**config.mk**
```make
export PLATFORM = sky130hd
export DESIGN_NAME = xlat_ctl_regs
export DESIGN_NICKNAME = d
export VERILOG_FILES = /design/src/rtl/xlat_regs_pkg.sv /design/src/rtl/xlat_ctl_fsm.sv /design/src/rtl/xlat_fault_log.sv /design/src/rtl/xlat_inv_gen.sv /design/src/rtl/xlat_ctl_regs.sv
export SDC_FILE = /design/constraint.sdc
export NUM_CORES = 1
export LEC_CHECK = 0
export BUFFER_PORTS_ARGS = -buffer_cell sky130_fd_sc_hd__buf_2
export CAP_MARGIN = 20
export CORE_MARGIN = 2
export CORE_UTILIZATION = 50
export CTS_CLUSTER_SIZE = 14
export DETAILED_ROUTE_END_ITERATION = 8
export PLACE_DENSITY = 0.86
export SLEW_MARGIN = 40
export SYNTH_ARGS = -nofsm -noshare
export SYNTH_HDL_FRONTEND = slang
export SYNTH_HIERARCHICAL = 1
export SYNTH_SLANG_ARGS = --single-unit
```
**constraint.sdc**
```tcl
create_clock -name clk -period 1.85 [get_ports clk]
set_clock_uncertainty 0.15 [all_clocks]
set_input_delay 0.2775 -clock clk [delete_from_list [all_inputs] [get_ports clk]]
set_output_delay 0.2775 -clock clk [all_outputs]
set_load 0.05 [all_outputs]
```
**src/rtl/xlat_regs_pkg.sv**
```systemverilog
`timescale 1ns/1ps
package xlat_regs_pkg;

  localparam int FLT_TYPES = 8;
  localparam int FLT_TW    = 3;
  localparam int SINKS     = 4;

  localparam logic [7:0] OFS_CTL      = 8'h00;
  localparam logic [7:0] OFS_CFG      = 8'h04;
  localparam logic [7:0] OFS_STAT     = 8'h08;
  localparam logic [7:0] OFS_INV_ALL  = 8'h0C;
  localparam logic [7:0] OFS_INV_ONE  = 8'h10;
  localparam logic [7:0] OFS_PTBASE   = 8'h14;
  localparam logic [7:0] OFS_ISTAT    = 8'h18;
  localparam logic [7:0] OFS_ICLR     = 8'h1C;
  localparam logic [7:0] OFS_PF_ADDR  = 8'h24;
  localparam logic [7:0] OFS_WR_ADDR  = 8'h28;
  localparam logic [7:0] OFS_RD_ADDR  = 8'h2C;
  localparam logic [7:0] OFS_BUS_ADDR = 8'h30;
  localparam logic [7:0] OFS_VER      = 8'h34;

  localparam logic [31:0] CMD_OFF  = 32'h0;
  localparam logic [31:0] CMD_RUN  = 32'h5;
  localparam logic [31:0] CMD_HOLD = 32'h7;

  localparam logic [31:0] CFG_WMASK = 32'h0150_FFFF;

  typedef enum logic [1:0] {ST_OFF, ST_RUN, ST_WAIT, ST_HALT} ctl_state_e;

  // Index order of the address capture registers
  typedef enum logic [1:0] {SINK_PAGE, SINK_READ, SINK_WRITE, SINK_BUS} sink_e;

  function automatic sink_e sink_of(input logic [FLT_TW-1:0] code);
    case (code)
      3'd0:                sink_of = SINK_PAGE;
      3'd1, 3'd4, 3'd5:    sink_of = SINK_READ;
      3'd3:                sink_of = SINK_BUS;
      default:             sink_of = SINK_WRITE;
    endcase
  endfunction

endpackage

```
**src/rtl/xlat_ctl_fsm.sv**
```systemverilog
`timescale 1ns/1ps
module xlat_ctl_fsm
  import xlat_regs_pkg::*;
(
  input  logic        clk,
  input  logic        rst,
  input  logic        ctl_wr_i,
  input  logic [31:0] ctl_wdata_i,
  input  logic        fault_i,
  input  logic        busy_i,
  output ctl_state_e  st_o
);

  ctl_state_e st_q, st_d;

  always_comb begin
    st_d = st_q;
    if (fault_i && st_q != ST_OFF) begin
      st_d = ST_HALT;                      // a fault beats any write
    end else if (ctl_wr_i) begin
      case (ctl_wdata_i)
        CMD_RUN:  st_d = ST_RUN;
        CMD_OFF:  st_d = ST_OFF;
        CMD_HOLD: st_d = (st_q == ST_HALT) ? ST_HALT : ST_WAIT;
        default:  st_d = st_q;
      endcase
    end else if (st_q == ST_WAIT && !busy_i) begin
      st_d = ST_HALT;
    end
  end

  always_ff @(posedge clk) begin
    if (rst) st_q <= ST_OFF;
    else     st_q <= st_d;
  end

  assign st_o = st_q;

  AST_WAIT_WHILE_BUSY: assert property (@(posedge clk) disable iff (rst)
    (st_q == ST_WAIT && busy_i && !fault_i && !ctl_wr_i) |=> (st_q == ST_WAIT));
  AST_ACK_WHEN_IDLE: assert property (@(posedge clk) disable iff (rst)
    (st_q == ST_WAIT && !busy_i && !fault_i && !ctl_wr_i) |=> (st_q == ST_HALT));
  AST_FAULT_HALTS: assert property (@(posedge clk) disable iff (rst)
    (fault_i && st_q != ST_OFF) |=> (st_q == ST_HALT));
  AST_OFF_STAYS: assert property (@(posedge clk) disable iff (rst)
    (st_q == ST_OFF && !ctl_wr_i) |=> (st_q == ST_OFF));

endmodule

```
**src/rtl/xlat_fault_log.sv**
```systemverilog
`timescale 1ns/1ps
module xlat_fault_log
  import xlat_regs_pkg::*;
#(
  parameter int AW = 32
)(
  input  logic                      clk,
  input  logic                      rst,
  input  logic                      acc_i,
  input  logic [FLT_TW-1:0]         type_i,
  input  logic [AW-1:0]             addr_i,
  input  logic                      clr_wr_i,
  input  logic [FLT_TYPES-1:0]      clr_mask_i,
  output logic [FLT_TYPES-1:0]      stat_o,
  output logic [SINKS-1:0][AW-1:0]  sink_addr_o
);

  // One sticky bit per fault type; a set on the same edge beats a clear
  for (genvar i = 0; i < FLT_TYPES; i++) begin : g_bit
    logic bit_q;
    always_ff @(posedge clk) begin
      if (rst)                                        bit_q <= 1'b0;
      else if (acc_i && type_i == FLT_TW'(i))         bit_q <= 1'b1;
      else if (clr_wr_i && clr_mask_i[i])             bit_q <= 1'b0;
    end
    assign stat_o[i] = bit_q;
  end

  // One capture register per fault kind
  for (genvar s = 0; s < SINKS; s++) begin : g_sink
    logic [AW-1:0] a_q;
    always_ff @(posedge clk) begin
      if (rst)                                        a_q <= '0;
      else if (acc_i && sink_of(type_i) == sink_e'(s)) a_q <= addr_i;
    end
    assign sink_addr_o[s] = a_q;
  end

  AST_TYPE_SETS_BIT: assert property (@(posedge clk) disable iff (rst)
    acc_i |=> stat_o[$past(type_i)]);
  AST_CLEAR_WORKS: assert property (@(posedge clk) disable iff (rst)
    (clr_wr_i && !acc_i) |=> ((stat_o & $past(clr_mask_i)) == '0));
  AST_READ_SINK: assert property (@(posedge clk) disable iff (rst)
    (acc_i && sink_of(type_i) == SINK_READ) |=> (sink_addr_o[SINK_READ] == $past(addr_i)));

endmodule

```
**src/rtl/xlat_inv_gen.sv**
```systemverilog
`timescale 1ns/1ps
module xlat_inv_gen #(
  parameter int PW = 20
)(
  input  logic          clk,
  input  logic          rst,
  input  logic          all_wr_i,
  input  logic          one_wr_i,
  input  logic          go_bit_i,
  input  logic [PW-1:0] page_i,
  output logic          inv_all_o,
  output logic          inv_one_o,
  output logic [PW-1:0] page_o
);

  always_ff @(posedge clk) begin
    if (rst) begin
      inv_all_o <= 1'b0;
      inv_one_o <= 1'b0;
      page_o    <= '0;
    end else begin
      inv_all_o <= all_wr_i && go_bit_i;
      inv_one_o <= one_wr_i && go_bit_i;
      if (one_wr_i && go_bit_i) page_o <= page_i;
    end
  end

  AST_INV_ALL_CAUSE: assert property (@(posedge clk) disable iff (rst)
    inv_all_o |-> $past(all_wr_i && go_bit_i));
  AST_INV_ONE_PAGE: assert property (@(posedge clk) disable iff (rst)
    (one_wr_i && go_bit_i) |=> (inv_one_o && page_o == $past(page_i)));

endmodule

```
**src/rtl/xlat_ctl_regs.sv**
```systemverilog
`timescale 1ns/1ps
module xlat_ctl_regs
  import xlat_regs_pkg::*;
#(
  parameter int          ADDR_W     = 8,
  parameter logic [10:0] VERSION    = 11'h183,
  parameter int          PAGE_SHIFT = 12
)(
  input  logic              clk,
  input  logic              rst,
  input  logic              reg_wr,
  input  logic              reg_rd,
  input  logic [ADDR_W-1:0] reg_addr,
  input  logic [31:0]       reg_wdata,
  output logic [31:0]       reg_rdata,
  input  logic              xl_busy,
  input  logic              flt_valid,
  input  logic [2:0]        flt_type,
  input  logic [31:0]       flt_addr,
  output logic              xl_enable,
  output logic              xl_hold,
  output logic              irq,
  output logic [31:0]       cfg,
  output logic [31:0]       pt_base,
  output logic              inv_all,
  output logic              inv_entry,
  output logic [31-PAGE_SHIFT:0] inv_page
);

  localparam int PW = 32 - PAGE_SHIFT;
  localparam logic [31:0] VER_WORD = {VERSION, 21'd0};

  function automatic logic hit(input logic [ADDR_W-1:0] a, input logic [7:0] ofs);
    hit = (a == ADDR_W'(ofs));
  endfunction

  ctl_state_e                   st;
  logic                         flt_acc;
  logic [FLT_TYPES-1:0]         istat;
  logic [SINKS-1:0][31:0]       sink_addr;
  logic [31:0]                  cfg_q, ptb_q, rdata_q;

  assign flt_acc = flt_valid && (st != ST_OFF);

  xlat_ctl_fsm u_fsm (
    .clk         (clk),
    .rst         (rst),
    .ctl_wr_i    (reg_wr && hit(reg_addr, OFS_CTL)),
    .ctl_wdata_i (reg_wdata),
    .fault_i     (flt_acc),
    .busy_i      (xl_busy),
    .st_o        (st)
  );

  xlat_fault_log #(.AW(32)) u_flt (
    .clk         (clk),
    .rst         (rst),
    .acc_i       (flt_acc),
    .type_i      (flt_type),
    .addr_i      (flt_addr),
    .clr_wr_i    (reg_wr && hit(reg_addr, OFS_ICLR)),
    .clr_mask_i  (reg_wdata[FLT_TYPES-1:0]),
    .stat_o      (istat),
    .sink_addr_o (sink_addr)
  );

  xlat_inv_gen #(.PW(PW)) u_inv (
    .clk       (clk),
    .rst       (rst),
    .all_wr_i  (reg_wr && hit(reg_addr, OFS_INV_ALL)),
    .one_wr_i  (reg_wr && hit(reg_addr, OFS_INV_ONE)),
    .go_bit_i  (reg_wdata[0]),
    .page_i    (reg_wdata[31:PAGE_SHIFT]),
    .inv_all_o (inv_all),
    .inv_one_o (inv_entry),
    .page_o    (inv_page)
  );

  always_ff @(posedge clk) begin
    if (rst) begin
      cfg_q <= '0;
      ptb_q <= '0;
    end else if (reg_wr) begin
      if (hit(reg_addr, OFS_CFG))    cfg_q <= reg_wdata & CFG_WMASK;
      if (hit(reg_addr, OFS_PTBASE)) ptb_q <= reg_wdata;
    end
  end

  logic [31:0] ctl_view;
  always_comb begin
    case (st)
      ST_OFF:  ctl_view = CMD_OFF;
      ST_RUN:  ctl_view = CMD_RUN;
      default: ctl_view = CMD_HOLD;
    endcase
  end

  always_ff @(posedge clk) begin
    if (rst) begin
      rdata_q <= '0;
    end else if (reg_rd) begin
      rdata_q <= '0;
      if (hit(reg_addr, OFS_CTL))      rdata_q <= ctl_view;
      if (hit(reg_addr, OFS_CFG))      rdata_q <= cfg_q;
      if (hit(reg_addr, OFS_STAT))     rdata_q <= {31'd0, st == ST_HALT};
      if (hit(reg_addr, OFS_PTBASE))   rdata_q <= ptb_q;
      if (hit(reg_addr, OFS_ISTAT))    rdata_q <= 32'(istat);
      if (hit(reg_addr, OFS_PF_ADDR))  rdata_q <= sink_addr[SINK_PAGE];
      if (hit(reg_addr, OFS_WR_ADDR))  rdata_q <= sink_addr[SINK_WRITE];
      if (hit(reg_addr, OFS_RD_ADDR))  rdata_q <= sink_addr[SINK_READ];
      if (hit(reg_addr, OFS_BUS_ADDR)) rdata_q <= sink_addr[SINK_BUS];
      if (hit(reg_addr, OFS_VER))      rdata_q <= VER_WORD;
    end
  end

  assign reg_rdata = rdata_q;
  assign cfg       = cfg_q;
  assign pt_base   = ptb_q;
  assign irq       = |istat;
  assign xl_enable = (st != ST_OFF);
  assign xl_hold   = (st == ST_WAIT) || (st == ST_HALT);

  AST_VERSION_FIXED: assert property (@(posedge clk) disable iff (rst)
    (reg_rd && hit(reg_addr, OFS_VER)) |=> (reg_rdata == VER_WORD));
  AST_IRQ_FOLLOWS: assert property (@(posedge clk) disable iff (rst)
    flt_acc |=> irq);

endmodule

```
# After elaboration in Yosys (flattened, before gate mapping)
# Cells that the tools add are included.
[op_classes]
reduce_logical = 51
n_mux = 34
eq_ne = 28
[op_table]
columns = ["operator", "count"]
rows = [
  ["32-bit 2-to-1 mux", 9],
  ["32-bit by 3-bit equality test with 1-bit output (second input constant)", 2],
  ["8-bit by 6-bit equality test with 1-bit output (second input constant)", 5],
  ["8-bit by 5-bit equality test with 1-bit output (second input constant)", 4],
  ["32-bit zero test", 1],
  ["1-bit logical AND", 29],
  ["2-bit nonzero test", 9],
  ["1-bit 2-to-1 mux", 17],
  ["8-bit by 4-bit equality test with 1-bit output (second input constant)", 2],
  ["3-bit equality test (second input constant)", 4],
  ["2-bit case mux with 3 select lines", 2],
  ["2-bit equality test (second input constant)", 4],
  ["8-bit by 3-bit equality test with 1-bit output (second input constant)", 1],
  ["8-bit zero test", 1],
  ["2-bit 2-to-1 mux", 4],
  ["8-bit OR reduction", 1],
  ["3-bit by 2-bit equality test with 1-bit output (second input constant)", 2],
  ["3-bit case mux with 2 select lines", 1],
  ["2-bit AND reduction", 3],
  ["5-bit != test (second input constant)", 1],
  ["2-bit by 1-bit equality test with 1-bit output (second input constant)", 2],
  ["2-bit zero test", 2],
  ["3-bit by 1-bit equality test with 1-bit output (second input constant)", 1],
  ["3-bit zero test", 1],
  ["other kinds (5)", 5],
]
[word_totals]
out_inout_bits = 121
inputBits = 81
word_cells = 132
register_bits = 243

# Depth between registers and ports, before layout
[depth]
ltp_word = 12
ltp_mapped = 9
ltp_nobuf = 6

# By module
# Netlist, hierarchy kept.
[modules_own_cells]
columns = ["module", "cells_per_inst", "n_inst", "area_each_um2", "seq_area_each_um2"]
rows = [
  ["xlat_fault_log", 614, 1, 5351.4, 2722.6],
  ["xlat_ctl_regs", 607, 1, 4659.5, 1661.6],
  ["xlat_inv_gen", 96, 1, 1026.0, 440.4],
  ["xlat_ctl_fsm", 31, 1, 245.2, 40.0],
]

# Worst setup path before layout
# Ideal clock, no wire load.
[synth_timing]
path_kind = "register to register"
from = "register u_fsm.st_q[0], in the netlist u_fsm/st_o[0]"
to = "register u_flt.g_sink[0].a_q[12]"
path_slack_ns = -0.325
required_time_ns = 1.576
path_buffers = 3
setup_time_ns = 0.124
path_stages_with_launch = 9
t_arrival_ns = 1.901
period_less_slack_ns = 2.175
path_cell_list = "dfxtp_1 > or2_2 > and2_1 > clkbuf_2 > or4b_1 > buf_2 > buf_6 > nand2_2 > a21oi_2"
[synth_via]
elab_chain_len = 3
[synth_rtl]
columns = ["element", "line_no", "text"]
rows = [
  ["start, declared", "xlat_ctl_fsm.sv:14", "ctl_state_e st_q, st_d;"],
  ["start signal, assigned", "xlat_ctl_fsm.sv:34", "else st_q <= st_d;"],
  ["2-bit nonzero test", "n/a", ""],
  ["named net xl_enable", "xlat_ctl_regs.sv:20", "output logic xl_enable,"],
  ["1-bit logical AND", "xlat_ctl_regs.sv:43", "assign flt_acc = flt_valid && (st != ST_OFF);"],
  ["named net flt_acc", "xlat_ctl_regs.sv:38", "logic flt_acc;"],
  ["1-bit logical AND", "xlat_fault_log.sv:34", "else if (acc_i && sink_of(type_i) == sink_e'(s)) a_q <= addr_i;"],
  ["end signal, assigned", "xlat_fault_log.sv:34", ""],
  ["end, declared", "xlat_fault_log.sv:31", "logic [AW-1:0] a_q;"],
]
# The timed path passes the listed nets, and every way through them passes these cells.
# A chain may end at the register's enable or synchronous reset.

# Worst setup path in the final report
[layout_timing]
from = "register u_fsm.st_q[0], in the netlist u_fsm/st_o[0]"
to = "register u_flt.g_sink[1].a_q[31]"
[layout_via]
elab_chain_len = 3
[layout_rtl]
columns = ["element", "line_no"]
rows = [
  ["2-bit nonzero test", "xlat_ctl_regs.sv:43"],
  ["1-bit logical AND", "xlat_ctl_regs.sv:43"],
  ["named net flt_acc", "xlat_ctl_regs.sv:38"],
  ["1-bit logical AND", "xlat_fault_log.sv:34"],
  ["end signal, assigned", "xlat_fault_log.sv:34"],
  ["end, declared", "xlat_fault_log.sv:31"],
]
# The timed path passes the listed nets, and every way through them passes these cells.

==> flow_summary.ini <==
[drt]
dr.pass1.iters = 9
drt_iter0_markers = 1372
wl_per_cell_um = 21.0
ant_nets = 0
drcViolationCount = 0
route.vias.total = 11900
viasPerCell = 6.19
wl_mm = 40.1

[setup_path]
startpoint_type = flop
timing.rr.start = u_fsm/st_o[0]
criticalPathCategory = flop to flop
crit_slowest_cell = dfxtp_4
ff2ff_setup_slack_ns = -0.06
path_max_fanout = 6
end_kind = flop
slowest_delay_ns = 0.34
cp.arrival_ns = 2.22
crit_chain = or2_4 -> and2_4 -> and2b_2 -> buf_6 -> o21ai_4 -> clkbuf_16 -> mux2i_1
rr_worst_depth = 7
reg2reg_to = u_flt/g_sink[1].a_q[31]
worstPathRequired_ns = 2.16

[grt]
first_global_vias = 11100
antenna_found_initial = 0
grt_usage_pct = 31.3
overflow = 0
grt_max_degree = 90
grt_pass1_wl_mm = 59.6

[min_path]
hold_depth = 4
min_from = flt_type[1]
hold_end = u_flt/g_bit[2].bit_q
hold_path_class = input port to flop

[layout]
nNetsFinal = 1699
layoutNonFillerInstCount = 1914
n_antenna_cell = 0
fin_util_pct = 66.5
seq_area_mm2 = 0.00487
area_growth_pct = 29.4
multiInputGateArea_mm2 = 0.00582
drive_gt1_share_pct = 25.9
stdcell_area_mm2 = 0.0146
final.fill_count = 1571

[power_and_ir_drop]
p_leak_nw = 5.67
pwr-share-clk_pct = 43.6
total_power_mw = 12.1
swShare_pct = 25.5
power_density_mw_per_mm2 = 832
p_switching_mw = 3.10
seq_power_share_pct = 44.4
pwr-share-comb_pct = 12.0
ir_worst_vdd_uv = 708
p_int_mw = 9.05

[die]
die_w_um = 154
die_area_mm2 = 0.0238
die_h_um = 154
rows = 54
ios = 202
initial_core_util_pct = 51.4
coreArea_mm2 = 0.0220

[run]
drv_cap = 0

[timing]
timing.final.max_slew_violations = 0
layout_min_cycle_time_ns = 1.91
hold_violations = 0
grt_setup_unrepaired = yes
worstMarginPinSlew_ns = 0.804
maxSlewHeadroom_pct = 46.2
layout_setup_ws_ns = -0.0591
setup_viol = 22
max_freq_ghz = 0.524
min_period_over_period_pct = 103

[placed_design]
place.gp.congestion = 0.941
dp_cells = 1794
postPlaceCellArea_mm2 = 0.0129
portBuffers = 188
dp_hpwl_mm = 25.0

[cts]
cts_buffers = 25
cts_tree = built
clk_latency_ns = 0.55
root_buffer = clkbuf_16
clkSlewWorstSetupHoldPaths_ns = 0.06
cts_buffer_depth = 3
cts_sinks = 243
cts_htree_levels = 1

[logic_synthesis]
netlist_area_mm2 = 0.0113
synthCells = 1348
async_flop_share_pct = 0
yosys_register_bits = 243
ys.warnings.count = 6
yosysSeqAreaShare_pct = 43.1
yosysUniqueCellTypes = 68
synth.avg_cell_area_um2 = 8.37
yosys.area.top_type_share_pct = 43.1
ys_top_cells_by_area = dfxtp_1 (43%), nand2_1 (8.8%), a21oi_1 (5.9%), o21ai_0 (4.1%), nand2b_1 (3.5%)
synth_edf_count = 0
synth_area_leader_cell = dfxtp_1
ys.flop_type = dfxtp_1
synth_most_common_cell = nand2_1
yosys-top-cells-count = nand2_1 (264), dfxtp_1 (243), a21oi_1 (134)

[outcome]
violations = negative setup slack
status = complete, but fails checks
[power groups by stage]
stage | Sequential [mW] | Combinational [mW] | Clock [mW]
global route | 5.40 | 1.52 | 5.50
global placement | 5.50 | 1.16 | 0
detailed placement | 5.50 | 1.19 | 0
floorplan | 5.52 | 0.741 | 0
CTS | 5.39 | 1.34 | 5.26
finish | 5.39 | 1.46 | 5.30
[metrics by stage]
step | hold slack, ns | setup WS, ns | setup TNS, ns
after global routing | 0.0889 | -0.0648 | -1.74
final | 0.0743 | -0.0591 | -0.411
after CTS | 0.0504 | -0.00833 | -0.0235
after detailed placement | 0.294 | -0.321 | -20.11
after floorplan | 0.189 | -0.126 | -5.15
after global placement | 0.287 | -0.274 | -15.04
[worst max-delay path, delay by kind of cell, from the launching register on]
kind	cells	cell delay, ns
AND/OR/NAND/NOR	3	0.67
buffers and inverters	2	0.36
flip-flops	1	0.34
multiplexers	1	0.19
AO/OA/AOI/OAI	1	0.10
[sequential cells by signal, summed over array words and instances, names as in the netlist]
| register | count |
|---|---|
| u_flt/g_sink.a_q | 128 |
| pt_base | 32 |
| reg_rdata | 32 |
| u_inv/page_o | 20 |
| cfg | 19 |
| u_flt/g_bit.bit_q | 8 |
| u_fsm/st_o | 2 |
| u_inv/inv_all_o | 1 |
| u_inv/inv_one_o | 1 |
[final cells by class]
type | count | share of cell area [%]
Clock buffer | 39 | 5.26
Clock inverter | 4 | 0.583
Inverter | 6 | 0.154
Multi-Input combinational cell | 980 | 39.9
Sequential cell | 243 | 33.4
Tap cell | 280 | 2.40
Timing Repair Buffer | 362 | 18.3
[layer usage]
metal | track usage [%] | share of wire, % | up-vias
li1 | - | - | 5225
met1 | 38.7 | 37 | 5552
met2 | 52.5 | 47 | 872
met3 | 4.62 | 9.7 | 205
met4 | 17.2 | 6.4 | 0
met5 | 0 | 0 | -
[cells in the final DEF, fill, tap and decap left out, drive strengths merged, types with 7 or more instances in the layout]
master       synthesis  final
mux2                12     12
o211ai               8      8
nor2                65     65
inv                  6      7
conb                 1     13
nand2b              64     64
a21bo               20     20
o22ai                7      7
nand2              275    275
clkbuf              57     40
dfxtp              243    243
nor2b               38     39
a211oi              12     12
a22o                13     13
a22oi               16     16
nand3               21     21
nor4                 9      9
a221oi              20     20
a21oi              163    163
dlygate4sd3          0     67
mux2i               32     32
a2111oi              8      8
o21ai              108    108
buf                 75    294
a221o               18     18
[worst max path at each step]
stage | startpoint | endpoint
after global routing | u_fsm/st_o[0] | u_flt/g_sink[0].a_q[0]
after floorplan | u_fsm/st_o[1] | u_flt/g_sink[0].a_q[12]
after CTS | u_flt/g_bit[0].bit_q | irq
after detailed placement | reg_addr[7] | reg_rdata[14]
after global placement | reg_addr[2] | reg_rdata[0]
final | u_fsm/st_o[0] | u_flt/g_sink[1].a_q[31]
[cell families after synthesis]
kind of cell / count (synthesis) / synth area share [%]
flops: 243 / 43.1
buf+inv: 138 / 6.70
mux: 44 / 4.04
compound gates: 414 / 24.1
other cells: 1 / 0.0332
xor+xnor: 1 / 0.0776
simple gates: 507 / 21.9
[what timing repair did]
action,CTS,global route
endpoints found under the hold margin,208,0
setup endpoints to repair,37,59
pin swaps,2,4
buffers inserted,1,7
cloned,1,1
gates resized for setup,10,11
hold buffers,67,0
Power figures use the tool's default switching activity.
